File: config.mk
export PLATFORM = sky130hd
export DESIGN_NAME = lcd_panel_ctrl
export DESIGN_NICKNAME = d
export VERILOG_FILES = /design/src/rtl/lcd_pkg.sv /design/src/rtl/lcd_regs.sv /design/src/rtl/lcd_timing.sv /design/src/rtl/lcd_pixfmt.sv /design/src/rtl/lcd_panel_ctrl.sv
export SDC_FILE = /design/constraint.sdc
export NUM_CORES = 2
export LEC_CHECK = 0
export ABC_CLOCK_PERIOD_IN_PS = 5600
export BUFFER_PORTS_ARGS = -buffer_cell sky130_fd_sc_hd__buf_2
export CAP_MARGIN = 20
export CORE_ASPECT_RATIO = 1.25
export CORE_UTILIZATION = 45
export CTS_CLUSTER_SIZE = 8
export DETAILED_ROUTE_END_ITERATION = 6
export PLACE_DENSITY = 0.61
export SLEW_MARGIN = 25
export SYNTH_ARGS = -nofsm -noshare
export SYNTH_HDL_FRONTEND = slang
export SYNTH_HIERARCHICAL = 1
export SYNTH_SLANG_ARGS = --single-unit
File: constraint.sdc
create_clock -name clk -period 5.6 [get_ports clk]
set_clock_uncertainty 0.2 [all_clocks]
set_input_delay 0.56 -clock clk [delete_from_list [all_inputs] [get_ports clk]]
set_output_delay 0.56 -clock clk [all_outputs]
set_load 0.01 [all_outputs]
File: src/rtl/lcd_pkg.sv
package lcd_pkg;
    typedef enum logic [1:0] {
        ST_IDLE,
        ST_ACTIVE,
        ST_LWAIT,
        ST_FWAIT
    } lcd_state_t;

    typedef enum logic [2:0] {
        PM_GRAY1  = 3'd0,
        PM_GRAY2  = 3'd1,
        PM_GRAY4  = 3'd2,
        PM_COLOR4 = 3'd3,
        PM_COLOR8 = 3'd4
    } pix_mode_t;

    localparam int GRAY_W   = 4;
    localparam int CTRL_W   = 10;
    localparam int REG_HACT = 0;
    localparam int REG_VACT = 1;
    localparam int REG_LWT  = 2;
    localparam int REG_FWT  = 3;
    localparam int REG_CTRL = 4;
    localparam int POL_HS   = 0;
    localparam int POL_VS   = 1;
    localparam int POL_FL   = 2;
    localparam int POL_DE   = 3;
endpackage

File: src/rtl/lcd_regs.sv
module lcd_regs import lcd_pkg::*; #(
    parameter int CNT_W   = 12,
    parameter int IDX_W   = 8,
    parameter int COLOR_W = 12,
    localparam int DEPTH  = 1 << IDX_W
) (
    input  logic               clk,
    input  logic               rst_n,
    input  logic               we,
    input  logic [IDX_W:0]     addr,
    input  logic [CNT_W-1:0]   wdata,
    input  logic [IDX_W-1:0]   pal_idx,
    output logic [CNT_W-1:0]   h_act,
    output logic [CNT_W-1:0]   v_act,
    output logic [CNT_W-1:0]   l_wait,
    output logic [CNT_W-1:0]   f_wait,
    output logic               en,
    output pix_mode_t          mode,
    output logic               dual,
    output logic               narrow,
    output logic [3:0]         pol,
    output logic               ctrl_wr,
    output logic [COLOR_W-1:0] pal_rgb
);
    logic [CTRL_W-1:0]  ctrl_q;
    logic [COLOR_W-1:0] pal_mem [DEPTH];
    logic               tbl_sel;

    assign tbl_sel = addr[IDX_W];
    assign ctrl_wr = we && !tbl_sel && (addr[IDX_W-1:0] == IDX_W'(REG_CTRL));

    always_ff @(posedge clk) begin
        if (!rst_n) begin
            h_act  <= CNT_W'(1);
            v_act  <= CNT_W'(2);
            l_wait <= CNT_W'(1);
            f_wait <= CNT_W'(1);
            ctrl_q <= '0;
        end else if (we && !tbl_sel) begin
            unique case (addr[IDX_W-1:0])
                IDX_W'(REG_HACT): h_act  <= wdata;
                IDX_W'(REG_VACT): v_act  <= wdata;
                IDX_W'(REG_LWT):  l_wait <= wdata;
                IDX_W'(REG_FWT):  f_wait <= wdata;
                IDX_W'(REG_CTRL): ctrl_q <= wdata[CTRL_W-1:0];
                default: ;
            endcase
        end
    end

    always_ff @(posedge clk) begin
        if (we && tbl_sel) pal_mem[addr[IDX_W-1:0]] <= wdata[COLOR_W-1:0];
    end

    assign pal_rgb = pal_mem[pal_idx];
    assign en      = ctrl_q[0];
    assign mode    = pix_mode_t'(ctrl_q[3:1]);
    assign dual    = ctrl_q[4];
    assign narrow  = ctrl_q[5];
    assign pol     = ctrl_q[9:6];
endmodule

File: src/rtl/lcd_timing.sv
module lcd_timing import lcd_pkg::*; #(
    parameter int CNT_W  = 12,
    localparam int LINE_W = CNT_W + 1
) (
    input  logic             clk,
    input  logic             rst_n,
    input  logic             en,
    input  logic [CNT_W-1:0] h_act,
    input  logic [CNT_W-1:0] v_act,
    input  logic [CNT_W-1:0] l_wait,
    input  logic [CNT_W-1:0] f_wait,
    input  logic             dual,
    output lcd_state_t       st,
    output logic [1:0]       col_l,
    output logic [1:0]       row_l,
    output logic [1:0]       rowlo_l,
    output logic             row_zero,
    output logic [1:0]       fc,
    output logic             eof_set
);
    lcd_state_t        st_n;
    logic [LINE_W-1:0] col, col_n;
    logic [CNT_W-1:0]  row, row_n;
    logic [1:0]        fc_n;
    logic [CNT_W-1:0]  rows, half;
    logic [LINE_W-1:0] h_last, lw_last, bl_last;

    assign half    = v_act >> 1;
    assign rows    = dual ? half : v_act;
    assign h_last  = LINE_W'(h_act) - 1'b1;
    assign lw_last = LINE_W'(l_wait) - 1'b1;
    assign bl_last = LINE_W'(h_act) + LINE_W'(l_wait) - 1'b1;

    // state register
    always_ff @(posedge clk) begin
        if (!rst_n) begin
            st  <= ST_IDLE;
            col <= '0;
            row <= '0;
            fc  <= '0;
        end else begin
            st  <= st_n;
            col <= col_n;
            row <= row_n;
            fc  <= fc_n;
        end
    end

    // transitions
    always_comb begin
        st_n  = st;
        col_n = col;
        row_n = row;
        fc_n  = fc;
        if (!en) begin
            st_n  = ST_IDLE;
            col_n = '0;
            row_n = '0;
        end else begin
            unique case (st)
                ST_IDLE: begin
                    st_n  = ST_ACTIVE;
                    col_n = '0;
                    row_n = '0;
                end
                ST_ACTIVE: begin
                    if (col == h_last) begin
                        st_n  = ST_LWAIT;
                        col_n = '0;
                    end else col_n = col + 1'b1;
                end
                ST_LWAIT: begin
                    if (col == lw_last) begin
                        col_n = '0;
                        if (row == rows - 1'b1) begin
                            st_n  = ST_FWAIT;
                            row_n = '0;
                        end else begin
                            st_n  = ST_ACTIVE;
                            row_n = row + 1'b1;
                        end
                    end else col_n = col + 1'b1;
                end
                ST_FWAIT: begin
                    if (col == bl_last) begin
                        col_n = '0;
                        if (row == f_wait - 1'b1) begin
                            st_n  = ST_ACTIVE;
                            row_n = '0;
                            fc_n  = fc + 1'b1;
                        end else row_n = row + 1'b1;
                    end else col_n = col + 1'b1;
                end
            endcase
        end
    end

    assign eof_set  = en && (st == ST_LWAIT) && (col == lw_last) && (row == rows - 1'b1);
    assign col_l    = col[1:0];
    assign row_l    = row[1:0];
    assign rowlo_l  = row[1:0] + half[1:0];
    assign row_zero = (row == '0);
endmodule

File: src/rtl/lcd_pixfmt.sv
module lcd_pixfmt import lcd_pkg::*; #(
    parameter int IDX_W   = 8,
    parameter int COLOR_W = 12,
    localparam int CH_W   = COLOR_W / 3
) (
    input  pix_mode_t          mode,
    input  logic               narrow,
    input  logic               dual,
    input  logic [1:0]         fc,
    input  logic [1:0]         col_l,
    input  logic [1:0]         row_l,
    input  logic [1:0]         rowlo_l,
    input  logic [IDX_W-1:0]   code_up,
    input  logic [GRAY_W-1:0]  code_lo,
    input  logic [COLOR_W-1:0] pal_rgb,
    output logic [IDX_W-1:0]   pal_idx,
    output logic [COLOR_W-1:0] pix_out
);
    function automatic logic [2:0] gray_duty(pix_mode_t m, logic [GRAY_W-1:0] c);
        case (m)
            PM_GRAY1: return c[0] ? 3'd4 : 3'd0;
            PM_GRAY2: return (c[1:0] == 2'd3) ? 3'd4 : {1'b0, c[1:0]};
            default:  return 3'((5'(c) + 5'd2) >> 2);
        endcase
    endfunction

    logic       is_color, dot_up, dot_lo;
    logic [1:0] ph_up, ph_lo;

    assign is_color = (mode == PM_COLOR4) || (mode == PM_COLOR8);
    assign pal_idx  = (mode == PM_COLOR4) ? IDX_W'(code_up[GRAY_W-1:0]) : code_up;
    assign ph_up    = fc + col_l + row_l;
    assign ph_lo    = fc + col_l + rowlo_l;
    assign dot_up   = gray_duty(mode, code_up[GRAY_W-1:0]) > {1'b0, ph_up};
    assign dot_lo   = gray_duty(mode, code_lo) > {1'b0, ph_lo};

    always_comb begin
        pix_out = '0;
        if (is_color) begin
            if (narrow)
                pix_out = {3'b000,
                           pal_rgb[3*CH_W-1 -: CH_W-1],
                           pal_rgb[2*CH_W-1 -: CH_W-1],
                           pal_rgb[CH_W-1 -: CH_W-1]};
            else
                pix_out = pal_rgb;
        end else begin
            pix_out[0] = dot_up;
            pix_out[4] = dot_lo & dual;
        end
    end
endmodule

File: src/rtl/lcd_panel_ctrl.sv
module lcd_panel_ctrl import lcd_pkg::*; #(
    parameter int CNT_W     = 12,
    parameter int PAL_DEPTH = 256,
    parameter int COLOR_W   = 12,
    localparam int IDX_W    = $clog2(PAL_DEPTH),
    localparam int ADDR_W   = IDX_W + 1,
    localparam int PIX_W    = IDX_W + GRAY_W
) (
    input  logic               clk,
    input  logic               rst_n,
    input  logic               reg_we,
    input  logic [ADDR_W-1:0]  reg_addr,
    input  logic [CNT_W-1:0]   reg_wdata,
    input  logic               pix_valid,
    output logic               pix_ready,
    input  logic [PIX_W-1:0]   pix_data,
    output logic               lcd_hsync,
    output logic               lcd_vsync,
    output logic               lcd_first,
    output logic               lcd_de,
    output logic [COLOR_W-1:0] lcd_data,
    output logic               frame_irq,
    output logic               underrun
);
    logic [CNT_W-1:0]   h_act, v_act, l_wait, f_wait;
    logic               en, dual, narrow, ctrl_wr, dual_eff;
    pix_mode_t          mode;
    logic [3:0]         pol;
    logic [COLOR_W-1:0] pal_rgb, fmt_out, pdata_q;
    logic [IDX_W-1:0]   pal_idx;
    lcd_state_t         st;
    logic [1:0]         col_l, row_l, rowlo_l, fc;
    logic               row_zero, eof_set;
    logic               de_q, hs_q, vs_q, fl_q, irq_q, underrun_q;

    assign dual_eff = dual && (mode != PM_COLOR4) && (mode != PM_COLOR8);

    lcd_regs #(.CNT_W(CNT_W), .IDX_W(IDX_W), .COLOR_W(COLOR_W)) u_regs (
        .clk(clk), .rst_n(rst_n), .we(reg_we), .addr(reg_addr), .wdata(reg_wdata),
        .pal_idx(pal_idx), .h_act(h_act), .v_act(v_act), .l_wait(l_wait),
        .f_wait(f_wait), .en(en), .mode(mode), .dual(dual), .narrow(narrow),
        .pol(pol), .ctrl_wr(ctrl_wr), .pal_rgb(pal_rgb)
    );

    lcd_timing #(.CNT_W(CNT_W)) u_timing (
        .clk(clk), .rst_n(rst_n), .en(en), .h_act(h_act), .v_act(v_act),
        .l_wait(l_wait), .f_wait(f_wait), .dual(dual_eff), .st(st),
        .col_l(col_l), .row_l(row_l), .rowlo_l(rowlo_l), .row_zero(row_zero),
        .fc(fc), .eof_set(eof_set)
    );

    lcd_pixfmt #(.IDX_W(IDX_W), .COLOR_W(COLOR_W)) u_fmt (
        .mode(mode), .narrow(narrow), .dual(dual_eff), .fc(fc), .col_l(col_l),
        .row_l(row_l), .rowlo_l(rowlo_l), .code_up(pix_data[IDX_W-1:0]),
        .code_lo(pix_data[PIX_W-1:IDX_W]), .pal_rgb(pal_rgb),
        .pal_idx(pal_idx), .pix_out(fmt_out)
    );

    assign pix_ready = (st == ST_ACTIVE);

    // output process
    always_ff @(posedge clk) begin
        if (!rst_n) begin
            de_q       <= 1'b0;
            hs_q       <= 1'b0;
            vs_q       <= 1'b0;
            fl_q       <= 1'b0;
            irq_q      <= 1'b0;
            pdata_q    <= '0;
            underrun_q <= 1'b0;
        end else begin
            de_q  <= (st == ST_ACTIVE);
            hs_q  <= (st == ST_LWAIT);
            vs_q  <= (st == ST_FWAIT) && row_zero;
            fl_q  <= ((st == ST_ACTIVE) || (st == ST_LWAIT)) && row_zero;
            irq_q <= eof_set;
            if (st == ST_ACTIVE) begin
                if (pix_valid) pdata_q <= fmt_out;
            end else begin
                pdata_q <= '0;
            end
            if (ctrl_wr)                             underrun_q <= 1'b0;
            else if ((st == ST_ACTIVE) && !pix_valid) underrun_q <= 1'b1;
        end
    end

    assign lcd_hsync = hs_q ^ pol[POL_HS];
    assign lcd_vsync = vs_q ^ pol[POL_VS];
    assign lcd_first = fl_q ^ pol[POL_FL];
    assign lcd_de    = de_q ^ pol[POL_DE];
    assign lcd_data  = pdata_q;
    assign frame_irq = irq_q;
    assign underrun  = underrun_q;
endmodule

# Word level (Yosys, flattened, before mapping)
# Memories as Yosys holds them, arrays and structs flattened.
# Cells that the tools add are included.
dict set report word_totals {
  register_bits 105
  ram_bits 3072
  in_bits 37
  output_inout_bits 19
  wordCells 124
  mem_count 1
}
# memory depth word_bits rd rd_clocked_by_memory_dff write_ports line_no
set mem_list {}
lappend mem_list {u_regs.pal_mem 256 12 1 0 1 lcd_regs.sv:26} ;# logic [COLOR_W-1:0] pal_mem [DEPTH];
dict set report op_classes {
  addsub 15
  order_cmp 2
  eq_ne 23
  mux 30
  bitwise_logic 6
  reduce_logical 31
}
# op n
set op_table {}
lappend op_table {{12-bit 2-to-1 mux} 6}
lappend op_table {{13-bit one-hot mux with 4 select lines} 1}
lappend op_table {{13-bit equality test} 3}
lappend op_table {{13-bit 2-to-1 mux} 3}
lappend op_table {{12-bit one-hot mux with 3 select lines} 1}
lappend op_table {{12-bit by 1-bit subtractor with 13-bit output (second input constant)} 2}
lappend op_table {{12-bit equality test} 2}
lappend op_table {{12-bit by 1-bit subtractor with 12-bit output (second input constant)} 2}
lappend op_table {{8-bit by 2-bit equality test with 1-bit output (second input constant)} 2}
lappend op_table {{3-bit 2-to-1 mux} 5}
lappend op_table {{2-bit AND reduction} 7}
lappend op_table {{12-bit by 12-bit adder with 13-bit output} 1}
lappend op_table {{13-bit by 1-bit adder with 13-bit output (second input constant)} 1}
lappend op_table {{13-bit by 1-bit subtractor with 13-bit output (second input constant)} 1}
lappend op_table {{12-bit by 1-bit adder with 12-bit output (second input constant)} 1}
lappend op_table {{12-bit zero test} 1}
lappend op_table {{3-bit one-hot mux with 2 select lines} 2}
lappend op_table {{1-bit logical AND} 11}
lappend op_table {{4-bit by 2-bit adder with 5-bit output (second input constant)} 2}
lappend op_table {{2-bit 2-to-1 mux} 5}
lappend op_table {{2-bit adder} 4}
lappend op_table {{2-bit equality test (second input constant)} 4}
lappend op_table {{8-bit by 1-bit equality test with 1-bit output (second input constant)} 1}
lappend op_table {{8-bit by 3-bit equality test with 1-bit output (second input constant)} 1}
lappend op_table {{other kinds (25)} 38}

# Logic depth before layout (Yosys ltp)
dict set report logic_depth {
  word_depth 9
  mapped_depth 18
  depth_no_buf 15
}

# Hierarchy
# Netlist, hierarchy kept.
# mod instances cells_each area_per_inst_um2 seq_area_each_um2
set by_module_without_submodules {}
lappend by_module_without_submodules {lcd_regs 1 5537 120182.8 93409.6}
lappend by_module_without_submodules {lcd_timing 1 659 4732.0 580.6}
lappend by_module_without_submodules {lcd_panel_ctrl 1 66 696.9 360.3}
lappend by_module_without_submodules {lcd_pixfmt 1 78 594.3 0.0}

# Least setup slack after synthesis
# OpenSTA, ideal clock, no wires.
dict set report synth_path {
  path_kind {reg2reg}
  from {register u_regs.ctrl_q[2]}
  to {register u_timing.row[2]}
  setup_time_ns 0.124
  arrival_time_ns 3.969
  required_time_ns 5.276
  setup_slack_ns 1.306
  stages_incl_launch_ff 18
  n_path_buf 4
  synth_period_minus_slack_ns 4.294
  cell_sequence {dfxtp_1 -> nand2b_1 -> o221a_2 -> buf_2 -> buf_2 -> buf_1 -> mux2i_1 -> ha_1 -> or3b_1 -> o31ai_1 -> a31oi_1 -> a2111oi_0 -> nand4_1 -> o31ai_4 -> a21oi_4 -> nand3_2 -> buf_6 -> o21ai_0}
}
dict set report synth_between {
  elab_chain_len 9
  word_cells_on_any_way 10
  cone_classes {add/sub (1); eq/ne (3); mux (4); reduce/logical (2)}
}
# element line_no
set synth_rtl {}
lappend synth_rtl {{start: declaration} lcd_regs.sv:25} ;# logic [CTRL_W-1:0] ctrl_q;
lappend synth_rtl {{start signal: assignment} lcd_regs.sv:45} ;# IDX_W'(REG_CTRL): ctrl_q <= wdata[CTRL_W-1:0];
lappend synth_rtl {{3-bit by 2-bit inequality test with 1-bit output} lcd_panel_ctrl.sv:36} ;# assign dual_eff = dual && (mode != PM_COLOR4) && (mode != PM_COLOR8);
lappend synth_rtl {{1-bit logical AND} lcd_panel_ctrl.sv:36}
lappend synth_rtl {{1-bit logical AND *} lcd_panel_ctrl.sv:36}
lappend synth_rtl {{via dual_eff} lcd_panel_ctrl.sv:26} ;# logic en, dual, narrow, ctrl_wr, dual_eff;
lappend synth_rtl {{12-bit 2-to-1 mux *} lcd_timing.sv:29} ;# assign rows = dual ? half : v_act;
lappend synth_rtl {{12-bit by 1-bit subtractor with 12-bit output *} lcd_timing.sv:75} ;# if (row == rows - 1'b1) begin
lappend synth_rtl {{12-bit equality test *} lcd_timing.sv:75}
lappend synth_rtl {{12-bit 2-to-1 mux *} lcd_timing.sv:75}
lappend synth_rtl {{12-bit 2-to-1 mux *} lcd_timing.sv:73} ;# if (col == lw_last) begin
lappend synth_rtl {{12-bit one-hot mux with 3 select lines *} lcd_timing.sv:60} ;# unique case (st)
lappend synth_rtl {{end signal: assignment} lcd_timing.sv:44} ;# row <= row_n;
lappend synth_rtl {{end: declaration} lcd_timing.sv:23} ;# logic [CNT_W-1:0] row, row_n;
# The timed path passes the listed nets; every way through them passes the cells marked *. The select of a mux whose other input is x is not followed.
# A chain may end at the register's enable or synchronous reset.

# Final worst setup path
dict set report layout_path {
  from {register u_regs.ctrl_q[3]}
  to {register pdata_q[6] (netlist: lcd_data[6])}
}
dict set report layout_between {
  elab_chain_len 5
  word_cells_on_any_way 7
  cone_classes {eq/ne (2); mux (3); reduce/logical (1); memory (1)}
}
# element line_no
set layout_rtl {}
lappend layout_rtl {{3-bit by 2-bit equality test with 1-bit output} lcd_pixfmt.sv:31} ;# assign pal_idx = (mode == PM_COLOR4) ? IDX_W'(code_up[GRAY_W-1:0]) : code_up;
lappend layout_rtl {{8-bit 2-to-1 mux} lcd_pixfmt.sv:31}
lappend layout_rtl {{via pal_idx[4]} lcd_panel_ctrl.sv:30} ;# logic [IDX_W-1:0] pal_idx;
lappend layout_rtl {{memory 256 x 12 bit} n/a}
lappend layout_rtl {{via pal_rgb[9]} lcd_panel_ctrl.sv:29} ;# logic [COLOR_W-1:0] pal_rgb, fmt_out, pdata_q;
lappend layout_rtl {{12-bit 2-to-1 mux} lcd_pixfmt.sv:40} ;# if (narrow)
lappend layout_rtl {{7-bit 2-to-1 mux} lcd_pixfmt.sv:39} ;# if (is_color) begin
lappend layout_rtl {{via fmt_out[6]} lcd_panel_ctrl.sv:29}
lappend layout_rtl {{end signal: assignment} lcd_panel_ctrl.sv:78} ;# if (pix_valid) pdata_q <= fmt_out;
lappend layout_rtl {{end: declaration} lcd_panel_ctrl.sv:29}
# The timed path passes the listed nets, and every way through them passes these cells.

==> flow_summary.yaml <==
setup_path:
  startpoint_type: "register"
  cp_data_arrival_time_ns: 5.40
  timing.rr.start: "u_regs/ctrl_q[3]$_SDFFE_PN0P_"
  crit_path_max_fanout: 15
  r2r_cells: 13
  crit_path_start: "u_regs/ctrl_q[3]$_SDFFE_PN0P_"
  crit_required_ns: 6.17
  critical_path_class: "reg -> reg"
  reg2reg_to: "lcd_data[6]$_SDFFE_PN0P_"
  endpoint: "lcd_data[6]$_SDFFE_PN0P_"
  cp-end-kind: "register"
  r2r_slack_ns: 0.76
run:
  drv.max_cap_violation_count: 0
cts:
  clkTransAtPathRegs_ns: 0.05
  numCtsBuffers: 439
  clock_sinks: 3177
  clock_latency_ns: 0.92
  cts_buffer_depth: 4
  ctsRootBufferMaster: "clkbuf_16"
  cts_tree: "built"
  h-tree-depth: 5
sta:
  period_share_pct: 86.4
  clock.fmax_mhz: 207
  whs_ns: 0.0648
  rsz0062_at_grt: "false"
  worstMarginPinSlew_ns: 1.28
  fin_setup_tns_ns: 0
  setup_viol: 0
  layout_min_cycle_time_ns: 4.84
  relSlewSlack_pct: 14.8
  finalHoldViolCount: 0
  slew_violations: 0
yosys:
  syn_nets: 6426
  synth_edf_count: 3072
  synthesis.area_sq_mm: 0.126
  synth_area_leaders: "edfxtp_1, mux4_2, mux2i_1, dfxtp_1, nor2_1"
  yosysTopAreaCellShare_pct: 73.1
  synth.distinct_cells: 91
  syn_inst: 6340
  yosys.area.top_type: "edfxtp_1"
  async_flop_share_pct: 0
  yosys_warnings: 6
  synth.avg_cell_area_sq_um: 19.9
  synth_flop_cell: "edfxtp_1"
  ys_seq_area_share_pct: 74.8
  ys_ff_latch: 3177
drt:
  viasPerCell: 6.16
  drc: 17
  drt_pass1_iterations: 7
  wl_per_cell_um: 31.9
  ant_nets: 0
  drt-total-wl_mm: 341
  drt-initial-drc-count: 7882
  via_count: 65900
floorplan:
  rows: 217
  core_area_sq_mm: 0.279
  dieArea_sq_mm: 0.283
  initial_utilization_pct: 45.2
  die_w_um: 476
  io_pins: 56
  die_y_um: 594
final_layout:
  nets: 6971
  layout_common_cells: "edfxtp_1, mux4_2, clkbuf_16"
  areaGrowthSynthToFinish_pct: 14.7
  final_cell_area_sq_mm: 0.145
  multi_input_area_sq_mm: 0.0294
  mostFrequentLayoutCell: "edfxtp_1"
  regArea_sq_mm: 0.0944
  nFillCells: 22000
  drive_gt1_share_pct: 24.9
grt:
  grt_use_met3_pct: 3.63
  grt_usage_pct: 24.0
  grt_pass1_vias: 65700
  grt_pass1_wl_mm: 487
  busiest_layer: "met2"
  grt_overflow: 0
  antenna_found_initial: 23
  grt_max_degree: 163
  met1_usage_pct: 32.6
  met2_usage_pct: 39.4
power:
  p_leak_nw: 46.2
  vdd_drop_max_mv: 0.276
  p_per_area_mw_per_mm2: 358
status:
  status: "finished, violations left"
  violations: "design-rule violations"
min_path:
  hold_class: "in -> reg"
  hold_depth: 3
placement:
  gp_congestion: 0.930
  placed_area_sq_mm: 0.133
  numPortBuffers: 55
  place_hpwl_mm: 211
==> final cells by class <==
cell class	count	area share [%]
Clock inverter	14	0.160
Timing Repair Buffer	499	3.00
Inverter	80	0.208
Antenna cell	6	0.0104
Tap cell	3723	3.22
Multi-Input combinational cell	2688	20.3
Clock buffer	501	7.88
Sequential cell	3177	65.2
==> state kept, by name, indices dropped and copies added (netlist names) <==
signal and flops:
u_regs/pal_mem 3072, u_timing/col 13, lcd_data 12, u_regs/f_wait 12, u_regs/h_act 12, u_regs/l_wait 12
u_regs/v_act 12, u_timing/row 12, u_regs/ctrl_q 10, u_timing/fc 2, u_timing/st 2, de_q 1
fl_q 1, frame_irq 1, hs_q 1, underrun 1, vs_q 1
==> through the flow <==
| stage | total power, W | utilization (%) | std cells | worst slack (ns) |
|---|---|---|---|---|
| 3_5_place_dp | 0.0290 | 47.6 | 10200 | 0.362 |
| 4_1_cts | 0.0522 | 51.8 | 10700 | 0.812 |
| 6_report | 0.0518 | 51.8 | 10700 | 0.763 |
| 3_3_place_gp | 0.0289 | 47.6 | 10200 | 0.396 |
| 5_1_grt | 0.0531 | 51.8 | 10700 | 0.640 |
| 2_1_floorplan | 0.0278 | - | 6340 | 1.31 |
==> critical path, cell delays in order, from the launching register on <==
cell	delay, ns
dfxtp_1	0.45
nand3b_1	0.40
and2_2	0.54
buf_4	0.38
nand2b_1	0.55
buf_4	0.29
a21oi_1	0.11
nor4_1	1.03
buf_4	0.26
nor4_1	0.05
mux2i_1	0.17
nor2_1	0.06
mux2i_1	0.17
nor2_1	0.05
==> cells in the mapped netlist, drive strengths merged (19+ instances only) <==
master	number
o22ai	82
a22oi	142
nand2	163
edfxtp	3072
inv	80
a22o	43
nor2	346
nand2b	25
nand3	73
dfxtp	105
mux2i	223
nand4	22
o221ai	53
xnor2	49
mux4	708
o21ai	45
a21boi	53
nor3	74
ha	48
buf	195
a221oi	52
a211oi	19
a21oi	115
xor2	42
nor2b	50
nor4	43
clkbuf	200
==> how the worst min path moves through the flow <==
stage,endpoint,startpoint
detailed placement,u_regs/v_act[0]$_SDFFE_PN0P_,u_regs/v_act[0]$_SDFFE_PN0P_
floorplan,u_regs/f_wait[0]$_SDFFE_PN1P_,u_regs/f_wait[0]$_SDFFE_PN1P_
CTS,u_regs/f_wait[9]$_SDFFE_PN0P_,reg_wdata[9]
global route,lcd_data[9]$_SDFFE_PN0P_,pix_valid
finish,lcd_data[9]$_SDFFE_PN0P_,pix_valid
global placement,u_regs/f_wait[11]$_SDFFE_PN0P_,u_regs/f_wait[11]$_SDFFE_PN0P_
==> metal layers <==
| metal | share of wire (%) | wire length (um) |
|---|---|---|
| met3 | 7.2 | 24500 |
| met1 | 39 | 134000 |
| met5 | 0.032 | 110 |
| met4 | 3.8 | 13000 |
| met2 | 50 | 170000 |
==> where the power goes <==
group / switching, W / total, W / internal, W / leakage, nW
Sequential: 0.00000651 / 0.0261 / 0.0261 / 28.4
Clock: 0.00921 / 0.0233 / 0.0141 / 5.69
Combinational: 0.00157 / 0.00239 / 0.000817 / 12.1
Total: 0.0108 / 0.0518 / 0.0410 / 46.2
==> repair_timing <==
action / 4_1_cts / 5_1_grt
gates resized for setup: 0 / 0
hold buffers: 10 / 1
buffers inserted: 0 / 0
hold endpoints to repair: 144 / 32
==> cell families after synthesis <==
kind of cell / share of synthesized area, %
flip-flops: 74.8
multiplexers: 14.5
AND/OR/NAND/NOR: 3.38
AO/OA/AOI/OAI: 4.15
buffers and inverters: 2.10
XOR/XNOR: 0.650
adder cells (fa/ha/maj): 0.492
No activity file was read; power rests on OpenSTA's default activity.
